<file path="src/rtl/qed_pkg.sv">
`timescale 1ns/1ps
package qed_pkg;

  localparam int INSTR_W   = 32;
  localparam int REG_IDX_W = 5;
  localparam int HALF_BIT  = REG_IDX_W - 1;
  localparam int N_FIELDS  = 3;

  // usage bits: [0]=rd, [1]=rs1, [2]=rs2
  typedef logic [N_FIELDS-1:0] field_use_t;

  function automatic field_use_t opcode_field_use(input logic [6:0] op);
    field_use_t u;
    case (op)
      7'b0110011:                         u = 3'b111;
      7'b0010011, 7'b0000011, 7'b1100111: u = 3'b011;
      7'b0100011, 7'b1100011:             u = 3'b110;
      7'b0110111, 7'b0010111, 7'b1101111: u = 3'b001;
      default:                            u = 3'b000;
    endcase
    return u;
  endfunction

  function automatic logic [REG_IDX_W-1:0] to_upper_half(input logic [REG_IDX_W-1:0] idx,
                                                        input logic used);
    logic [REG_IDX_W-1:0] r;
    r = idx;
    if (used && (idx != '0)) r[HALF_BIT] = 1'b1;
    return r;
  endfunction

endpackage

</file>
<file path="src/rtl/qed_pend_fifo.sv">
`timescale 1ns/1ps
module qed_pend_fifo #(
  parameter int DEPTH = 8,
  parameter int W     = 32
) (
  input  logic         clk,
  input  logic         rst_n,
  input  logic         push,
  input  logic [W-1:0] push_data,
  input  logic         pop,
  output logic [W-1:0] head,
  output logic         empty,
  output logic         full
);
  localparam int PTR_W = (DEPTH > 1) ? $clog2(DEPTH) : 1;
  localparam int CNT_W = $clog2(DEPTH + 1);
  localparam logic [PTR_W-1:0] LAST = PTR_W'(DEPTH - 1);
  localparam logic [CNT_W-1:0] CAP  = CNT_W'(DEPTH);

  logic [W-1:0]     mem [DEPTH];
  logic [PTR_W-1:0] wr_ptr, rd_ptr;
  logic [CNT_W-1:0] count;

  function automatic logic [PTR_W-1:0] ptr_next(input logic [PTR_W-1:0] p);
    return (p == LAST) ? '0 : p + 1'b1;
  endfunction

  assign empty = (count == '0);
  assign full  = (count == CAP);
  assign head  = mem[rd_ptr];

  always_ff @(posedge clk) begin
    if (push) mem[wr_ptr] <= push_data;
  end

  always_ff @(posedge clk or negedge rst_n) begin
    if (!rst_n) begin
      wr_ptr <= '0;
      rd_ptr <= '0;
      count  <= '0;
    end else begin
      if (push) wr_ptr <= ptr_next(wr_ptr);
      if (pop)  rd_ptr <= ptr_next(rd_ptr);
      case ({push, pop})
        2'b10:   count <= count + 1'b1;
        2'b01:   count <= count - 1'b1;
        default: count <= count;
      endcase
    end
  end

  a_r9_no_overflow: assert property (@(posedge clk) disable iff (!rst_n) push |-> !full);
  a_r3_no_underflow: assert property (@(posedge clk) disable iff (!rst_n) pop |-> !empty);
  a_r10_one_op: assert property (@(posedge clk) disable iff (!rst_n) !(push && pop));

endmodule

</file>
<file path="src/rtl/qed_field_remap.sv">
`timescale 1ns/1ps
module qed_field_remap
  import qed_pkg::*;
(
  input  logic [INSTR_W-1:0] orig,
  output logic [INSTR_W-1:0] dup
);
  localparam int FIELD_LSB [N_FIELDS] = '{7, 15, 20};

  field_use_t           use_bits;
  logic [REG_IDX_W-1:0] fld_out [N_FIELDS];

  assign use_bits = opcode_field_use(orig[6:0]);

  for (genvar g = 0; g < N_FIELDS; g++) begin : g_field
    assign fld_out[g] = to_upper_half(orig[FIELD_LSB[g] +: REG_IDX_W], use_bits[g]);
  end

  assign dup = {orig[31:25], fld_out[2], fld_out[1], orig[14:12], fld_out[0], orig[6:0]};

endmodule

</file>
<file path="src/rtl/qed_issue_ctrl.sv">
`timescale 1ns/1ps
module qed_issue_ctrl (
  input  logic exec_dup,
  input  logic in_valid,
  input  logic stall,
  input  logic q_empty,
  input  logic q_full,
  output logic sel_dup,
  output logic take_in,
  output logic do_push,
  output logic do_pop,
  output logic issue
);
  assign sel_dup = exec_dup & ~q_empty;
  assign take_in = ~stall & ~sel_dup & ~q_full;
  assign do_pop  = ~stall & sel_dup;
  assign do_push = take_in & in_valid;
  assign issue   = do_pop | do_push;
endmodule

</file>
<file path="src/rtl/qed_dup_unit.sv">
`timescale 1ns/1ps
module qed_dup_unit
  import qed_pkg::*;
#(
  parameter int DEPTH = 8
) (
  input  logic               clk,
  input  logic               rst_n,
  input  logic [INSTR_W-1:0] in_instr,
  input  logic               in_valid,
  output logic               in_ready,
  input  logic               exec_dup,
  input  logic               out_stall,
  output logic [INSTR_W-1:0] out_instr,
  output logic               out_valid,
  output logic               out_is_dup
);
  logic               sel_dup, do_push, do_pop, issue;
  logic               q_empty, q_full;
  logic [INSTR_W-1:0] q_head, dup_word;

  qed_issue_ctrl u_ctrl (
    .exec_dup (exec_dup),
    .in_valid (in_valid),
    .stall    (out_stall),
    .q_empty  (q_empty),
    .q_full   (q_full),
    .sel_dup  (sel_dup),
    .take_in  (in_ready),
    .do_push  (do_push),
    .do_pop   (do_pop),
    .issue    (issue)
  );

  qed_pend_fifo #(.DEPTH(DEPTH), .W(INSTR_W)) u_fifo (
    .clk       (clk),
    .rst_n     (rst_n),
    .push      (do_push),
    .push_data (in_instr),
    .pop       (do_pop),
    .head      (q_head),
    .empty     (q_empty),
    .full      (q_full)
  );

  qed_field_remap u_remap (
    .orig (q_head),
    .dup  (dup_word)
  );

  always_ff @(posedge clk or negedge rst_n) begin
    if (!rst_n) begin
      out_valid  <= 1'b0;
      out_is_dup <= 1'b0;
      out_instr  <= '0;
    end else begin
      out_valid  <= issue;
      out_is_dup <= do_pop;
      if (issue) out_instr <= do_pop ? dup_word : in_instr;
    end
  end

  a_r10_stall_quiet: assert property (@(posedge clk) disable iff (!rst_n)
    out_stall |=> !out_valid);
  a_r3_dup_next: assert property (@(posedge clk) disable iff (!rst_n)
    (exec_dup && !q_empty && !out_stall) |=> (out_valid && out_is_dup));
  a_r8_orig_when_empty: assert property (@(posedge clk) disable iff (!rst_n)
    (exec_dup && q_empty && in_valid && !out_stall) |=> (out_valid && !out_is_dup));
  a_r5_opcode_kept: assert property (@(posedge clk) disable iff (!rst_n)
    (out_valid && out_is_dup) |-> (out_instr[6:0] == $past(q_head[6:0])));
  a_r6_x0_kept: assert property (@(posedge clk) disable iff (!rst_n)
    (out_valid && out_is_dup && ($past(q_head[11:7]) == 5'd0)) |-> (out_instr[11:7] == 5'd0));
  a_r11_tag_needs_valid: assert property (@(posedge clk) disable iff (!rst_n)
    out_is_dup |-> out_valid);

endmodule

</file>
<file path="config.mk">
export PLATFORM = sky130hd
export DESIGN_NAME = qed_dup_unit
export DESIGN_NICKNAME = d
export VERILOG_FILES = /design/src/rtl/qed_pkg.sv /design/src/rtl/qed_pend_fifo.sv /design/src/rtl/qed_field_remap.sv /design/src/rtl/qed_issue_ctrl.sv /design/src/rtl/qed_dup_unit.sv
export SDC_FILE = /design/constraint.sdc
export NUM_CORES = 1
export LEC_CHECK = 0
export ABC_AREA = 0
export BUFFER_PORTS_ARGS = -buffer_cell sky130_fd_sc_hd__buf_2
export CORE_MARGIN = 1.5
export CORE_UTILIZATION = 42
export CTS_CLUSTER_DIAMETER = 150
export CTS_CLUSTER_SIZE = 20
export DETAILED_ROUTE_END_ITERATION = 6
export HOLD_SLACK_MARGIN = 0.05
export REMOVE_ABC_BUFFERS = 1
export SYNTH_ARGS = -nofsm -noshare
export SYNTH_HDL_FRONTEND = slang
export SYNTH_HIERARCHICAL = 1
export SYNTH_SLANG_ARGS = --single-unit
</file>
<file path="constraint.sdc">
create_clock -name clk -period 7.6 [get_ports clk]
set_input_delay 0.76 -clock clk [delete_from_list [all_inputs] [get_ports clk]]
set_output_delay 0.76 -clock clk [all_outputs]
set_load 0.005 [all_outputs]
</file>
==> flow_metrics.tcl, run 1 <==
set metrics [dict create \
    fillCellCount 2407 \
    grt_use_total 0.162 \
    syn_area_per_cell_sq_um 19.5 \
    grt_pass1_wl_mm 36.6 \
    placed_area_sq_um 12800 \
    post-route-period-util 0.482 \
    ys_warn_count 6 \
    vias_per_cell 5.37 \
    rows 62 \
    clk_latency_ns 0.50 \
    r2r_end "out_instr[11]" \
    cts_hold_buffers 0 \
    crit_fanout 41 \
    post-route-drc-count 0 \
    r2r_start "u_fifo/rd_ptr[0]" \
    cp.required_ns 7.94 \
    synthArstFlopShare 0.147 \
    synth.area.top_cells "edfxtp_1 63%, mux4_2 11%, dfrtp_1 9.0%" \
    dp.cells 1034 \
    drt_first_pass_iters 4 \
    ios 72 \
    die_w_um 173 \
    cts.sinks 300 \
    min_path_type "primary input to async pin" \
    finClkSkew_ns 0.0124 \
    final_cells 1065 \
    synth_area_sq_um 12200 \
    drtAntennaViolNets 0 \
    initial_core_util 0.425 \
    ys_seq_area_frac 0.722 \
    grt_max_degree 67 \
    die_height_um 173 \
    syn_to_final_growth_pct 9.08 \
    power-per-cell-area_nw_per_um2 320 \
    drt-initial-drc-count 482 \
    root_buffer "clkbuf_16" \
    p_leak_nw 4.37 \
    post_cts_buffers 0 \
    nets 714 \
    synth-edff-count 256 \
    htree_levels 1 \
    ff2ff_path_depth 8 \
    hold_viol_final 0 \
    synth_top_area_cell "edfxtp_1" \
    grt_pass1_vias 6167 \
    placeableCoreArea_sq_um 28600 \
    fin_tns_setup_ns 0 \
    synth_top_cell_area_share 0.632 \
    maxCapViolCount 0 \
    die-area_sq_um 30000 \
    cts_buffer_depth 3 \
    cts_tree "built" \
    vias 5716 \
    finalSetupViolations 0 \
    ctsResizeCount 0 \
    p_total_mw 4.25 \
    status "finished clean" \
    cp.arrival_ns 4.01 \
    synth_cell_types 40 \
    start_kind "flip-flop" \
    startpoint "u_fifo/rd_ptr[0]" \
    final_cell_mix "256 x edfxtp_1, 71 x buf_2, 61 x mux4_2, 42 x dfrtp_1, 38 x mux2_2" \
    gp_congestion 0.677 \
    numCtsBuffers 18 \
    period_minus_slack_ns 3.66 \
    fmax_mhz 273 \
    hpwl_mm 13.0 \
    r2r_setup_slack_ns 3.94 \
    ys.flop_type "edfxtp_1" \
    layout-drive-gt1-share 0.322 \
    drt-wirelength-per-cell_um 22.4 \
    layout_commonest_cell "edfxtp_1" \
    grt_remaining_overflow 0 \
    tightest_slew_ns 0.986 \
    rsz0062_at_grt "false" \
    routed_wl_mm 23.8 \
    slew_headroom 0.342 \
    postLayoutCellArea_sq_um 13300 \
    ys_ff_latch 300 \
    antenna_found_initial 2 \
    peakVddDrop_mv 0.196 \
    slew_violations 0 \
    endpoint_kind "flip-flop" \
    clkTransAtPathRegs_ns 0.08 \
    synth_cells 623 \
    criticalPathCategory "flip-flop to flip-flop" \
    io_buffers 71 \
]
[synth_stat cells (3+ instances only)]
cell type  count
a21oi_1       36
buf_12         3
buf_2          8
buf_4         30
buf_6          6
clkbuf_1      11
dfrtp_1       44
edfxtp_1     256
ha_1           7
inv_1          3
mux2_2        38
mux2i_1       32
mux4_1         3
mux4_2        61
nand2_1        4
nand2b_1       4
nor2_1        44
nor2b_1        4
nor3_1         3
nor4_1         3
xor2_1         4
[cell type report]
type                       instances  area, sq um  share of cell area
sequential                       300         8790               0.662
multi-input combinational        261         3010               0.227
clock buffer                      30          517              0.0389
tap                              384          480              0.0362
timing repair buffer              85          460              0.0347
inverter                           4         15.0             0.00113
antenna                            1         2.50            0.000188
[worst max path at each step]
stage / to / slack (ns) / depth (start not counted)
6_report: out_instr[11] / 3.94 / 8
5_1_grt: out_instr[11] / 3.59 / 8
4_1_cts: out_instr[11] / 3.84 / 8
3_5_place_dp: out_instr[11] / 3.86 / 8
3_3_place_gp: out_instr[11] / 3.93 / 8
2_1_floorplan: out_instr[11] / 2.98 / 7
[power breakdown]
| part | switching (mW) | internal (mW) | total (mW) |
|---|---|---|---|
| Combinational | 0.573 | 0.621 | 1.19 |
| Clock | 0.490 | 0.467 | 0.957 |
| Sequential | 0.146 | 1.95 | 2.09 |
| Total | 1.21 | 3.04 | 4.25 |
[state kept, by name, indices dropped and copies added, names as in the netlist]
name and cells:
out_valid 1, out_instr 32, out_is_dup 1, u_fifo/mem 256
u_fifo/rd_ptr 3, u_fifo/count 4, u_fifo/wr_ptr 3
[layer usage]
| layer | global-route usage | up-vias | wire [um] | share of wire |
|---|---|---|---|---|
| met5 | 0 | - | 27 | 0.0011 |
| met4 | 0.0297 | 4 | 365 | 0.015 |
| met3 | 0.0270 | 27 | 1140 | 0.048 |
| met2 | 0.271 | 135 | 11700 | 0.49 |
| met1 | 0.226 | 3008 | 10600 | 0.45 |
| li1 | - | 2542 | - | - |
[logic make-up after synthesis]
group | count (synthesis) | share of synthesized area
flip-flops | 300 | 0.722
adder cells (fa/ha/maj) | 7 | 0.00720
XOR/XNOR | 5 | 0.00360
buffers and inverters | 62 | 0.0369
AO/OA/AOI/OAI | 43 | 0.0192
multiplexers | 134 | 0.181
AND/OR/NAND/NOR | 72 | 0.0302
[critical path, cell delays in order, from the launching register on]
cell     delay (ns)
dfrtp_4        0.80
buf_4          0.74
mux4_2         0.59
mux2_2         0.29
nor4_2         0.40
nor3b_1        0.11
a211o_1        0.31
mux2i_1        0.14
a21oi_1        0.08
[metrics by stage]
stage,worst slack (ns),utilization,hold slack (ns)
2_1_floorplan,2.98,-,0.455
3_3_place_gp,3.93,0.446,0.473
3_5_place_dp,3.86,0.446,0.479
4_1_cts,3.84,0.464,0.410
5_1_grt,3.59,0.464,0.436
6_report,3.94,0.464,0.389
(Power assumes the default switching activity.)
==> run 2, diff against run 1 <==
ABC_AREA = 1   (was 0)
clock period = 3.7 ns   (was 7.6 ns; I/O delays follow)
==> flow_metrics.tcl, run 2 <==
set metrics [dict create \
    status "finished clean" \
    r2r_end "out_instr[24]" \
    ys_warn_count 6 \
    p_sw_frac 0.368 \
    hpwl_mm 17.2 \
    cp.required_ns 4.09 \
    p_sw_mw 3.58 \
    ios 72 \
    initial_core_util 0.429 \
    synth_top_cell_area_share 0.599 \
    io_buffers 71 \
    sequentialPowerShare 0.444 \
    largest_reg_flops 256 \
    r2r_start "u_fifo/rd_ptr[1]" \
    hold_path_end "u_fifo/mem[5][14]" \
    path_buf_inv 3 \
    ys_seq_area_frac 0.685 \
    min_path_type "primary input to flip-flop" \
    hold_viol_final 0 \
    ff2ff_path_depth 12 \
    syn_area_per_cell_sq_um 11.0 \
    clk_latency_ns 0.50 \
    post_cts_buffers 0 \
    finClkSkew_ns 0.0124 \
    post-route-period-util 0.766 \
    cp.arrival_ns 3.22 \
    synth.area.top_cells "edfxtp_1 60%, dfrtp_1 8.6%, nand2_1 7.8%" \
    synth_area_sq_um 12800 \
    grt_max_degree 90 \
    routed_wl_mm 28.9 \
    drt_first_pass_iters 5 \
    cp_top_family "simple AND/OR/NAND/NOR gates" \
    drtAntennaViolNets 0 \
    rows 63 \
    crit_fanout 30 \
    rsz0062_at_grt "false" \
    synth_top_area_cell "edfxtp_1" \
    synth_cell_types 30 \
    drt-initial-drc-count 666 \
    die_height_um 178 \
    grt_use_total 0.188 \
    grt_remaining_overflow 0 \
    clkTransAtPathRegs_ns 0.08 \
    syn_to_final_growth_pct 8.30 \
    startpoint "u_fifo/rd_ptr[1]" \
    grt_pass1_wl_mm 45.7 \
    cts.sinks 300 \
    endpoint_kind "flip-flop" \
    gp_congestion 0.760 \
    layout_commonest_cell "nand2_1" \
    path_common_cell "nand2_1" \
    largestRegisters "u_fifo/mem: 256 flops, out_instr: 32 flops, u_fifo/count: 4 flops" \
    p_total_mw 9.71 \
    cts_tree "built" \
    ys.flop_type "edfxtp_1" \
    post-route-drc-count 0 \
    die_w_um 178 \
    start_kind "flip-flop" \
    layout-drive-gt1-share 0.116 \
    synth_most_common_cell "nand2_1" \
    nets 1234 \
    dp.cells 1559 \
    power-per-cell-area_nw_per_um2 699 \
    final_cell_mix "268 x nand2_1, 256 x edfxtp_1, 141 x nor2_1, 96 x o21ai_0, 88 x inv_1" \
    critical_path.max_stage_delay_ns 0.76 \
    p_clk_frac 0.207 \
    top_register "u_fifo/mem" \
    die-area_sq_um 31600 \
    worstHoldStart "in_instr[14]" \
    vias 8181 \
    final_cells 1592 \
    tightest_slew_ns 0.871 \
    antenna_found_initial 1 \
    peakVddDrop_mv 0.321 \
    placeableCoreArea_sq_um 29900 \
    fmax_mhz 353 \
    path_cells "clkinv_1 > buf_4 > o21ai_1 > o22ai_1 > nand2_1 > nand2_1 > nor4_1 > o21bai_1 > inv_1 > nand2_1 > nand3_1 > nand2_1" \
    cts_buffer_depth 3 \
    ys_top_cells_by_count "268 x nand2_1, 256 x edfxtp_1, 149 x nor2_1, 96 x o21ai_0, 89 x inv_1" \
    p_int_mw 6.13 \
    slew_violations 0 \
    maxCapViolCount 0 \
    min_delay_path_depth 1 \
    drt-wirelength-per-cell_um 18.2 \
    criticalPathCategory "flip-flop to flip-flop" \
    grt_pass1_vias 8087 \
    vias_per_cell 5.14 \
    p_leak_nw 5.42 \
    r2r_setup_slack_ns 0.87 \
    synth-edff-count 256 \
    root_buffer "clkbuf_16" \
    slew_headroom 0.419 \
    finalSetupViolations 0 \
    htree_levels 1 \
    synthArstFlopShare 0.147 \
    synth_cells 1165 \
    ys_ff_latch 300 \
    period_minus_slack_ns 2.83 \
    p_comb_frac 0.349 \
    slowest_stage "dfrtp_2" \
    numCtsBuffers 18 \
]
-- run 2: cell types whose count changed in the layout (fill, tap and decap cells not counted), moves of 32 or more --
cell     before  now
nand3_1       1   38
mux2i_1      32    0
mux4_2       61    0
o21ai_1       0   40
nand2_1       4  268
a21oi_1      35    1
nor2_1       37  141
mux2_2       38    0
o21ai_0       1   96
o22ai_1       0   64
inv_1         3   88
-- run 2: metal layers --
layer  vias to the layer above  wire (um)  track usage
met4                         0        374       0.0357
met2                       218      13900        0.314
li1                       3968          -            -
met1                      3966      13200        0.264
met5                         -          0            0
met3                        29       1500       0.0268
-- run 2: cell families after synthesis --
group / after synthesis / synth area share
compound gates: 203 / 0.0858
flops: 300 / 0.685
simple gates: 467 / 0.143
xor+xnor: 3 / 0.00205
fa+ha+maj: 7 / 0.00683
buf+inv: 185 / 0.0774
-- run 2: area by class of cell --
cell class                 count  area, sq um
timing repair buffer          97          628
fill                        2748        16000
multi-input combinational    680         3110
tap                          390          488
antenna                        1         2.50
clock buffer                  31          520
inverter                      93          354
sequential                   300         8790
-- run 2: power by group through the flow --
stage          sequential (mW)  clock, mW  combinational [mW]
6_report                  4.32       2.01                3.39
5_1_grt                   4.36       2.20                3.86
4_1_cts                   4.32       2.07                3.42
3_5_place_dp              4.39          0                3.40
3_3_place_gp              4.38          0                3.37
2_1_floorplan             4.46          0                2.01
-- run 2: worst max path at each step --
stage | depth (start not counted) | to | slack, ns
CTS | 9 | u_fifo/mem[0][4] | 0.86
floorplan | 17 | out_instr[11] | -0.66
detailed placement | 9 | u_fifo/mem[0][15] | 0.88
finish | 12 | out_instr[24] | 0.87
global route | 12 | out_instr[24] | 0.62
global placement | 9 | u_fifo/mem[0][15] | 0.90
-- run 2: what timing repair did --
item / CTS / global route
endpoints found under the hold margin: 27 / 0
hold buffers: 1 / 0
gates resized for setup: 0 / 0
-- run 2: per-stage QoR --
stage	cell area (sq um)	setup TNS (ns)	util	hold slack, ns	setup WS (ns)
after floorplan	12200	-6.08	-	0.0744	-0.660
after CTS	13900	0	0.465	0.147	0.863
final	13900	0	0.465	0.160	0.867
after global placement	13400	0	0.447	0.459	0.895
after detailed placement	13400	0	0.447	0.460	0.878
after global routing	13900	0	0.465	0.151	0.623
-- run 2: worst register-to-register path, cell delays in order (launching register included) --
cell and delay [ns]:
dfrtp_2 0.76, clkinv_1 0.27, buf_4 0.29, o21ai_1 0.16, o22ai_1 0.10, nand2_1 0.07
nand2_1 0.09, nor4_1 0.61, o21bai_1 0.12, inv_1 0.07, nand2_1 0.04, nand3_1 0.10
nand2_1 0.05
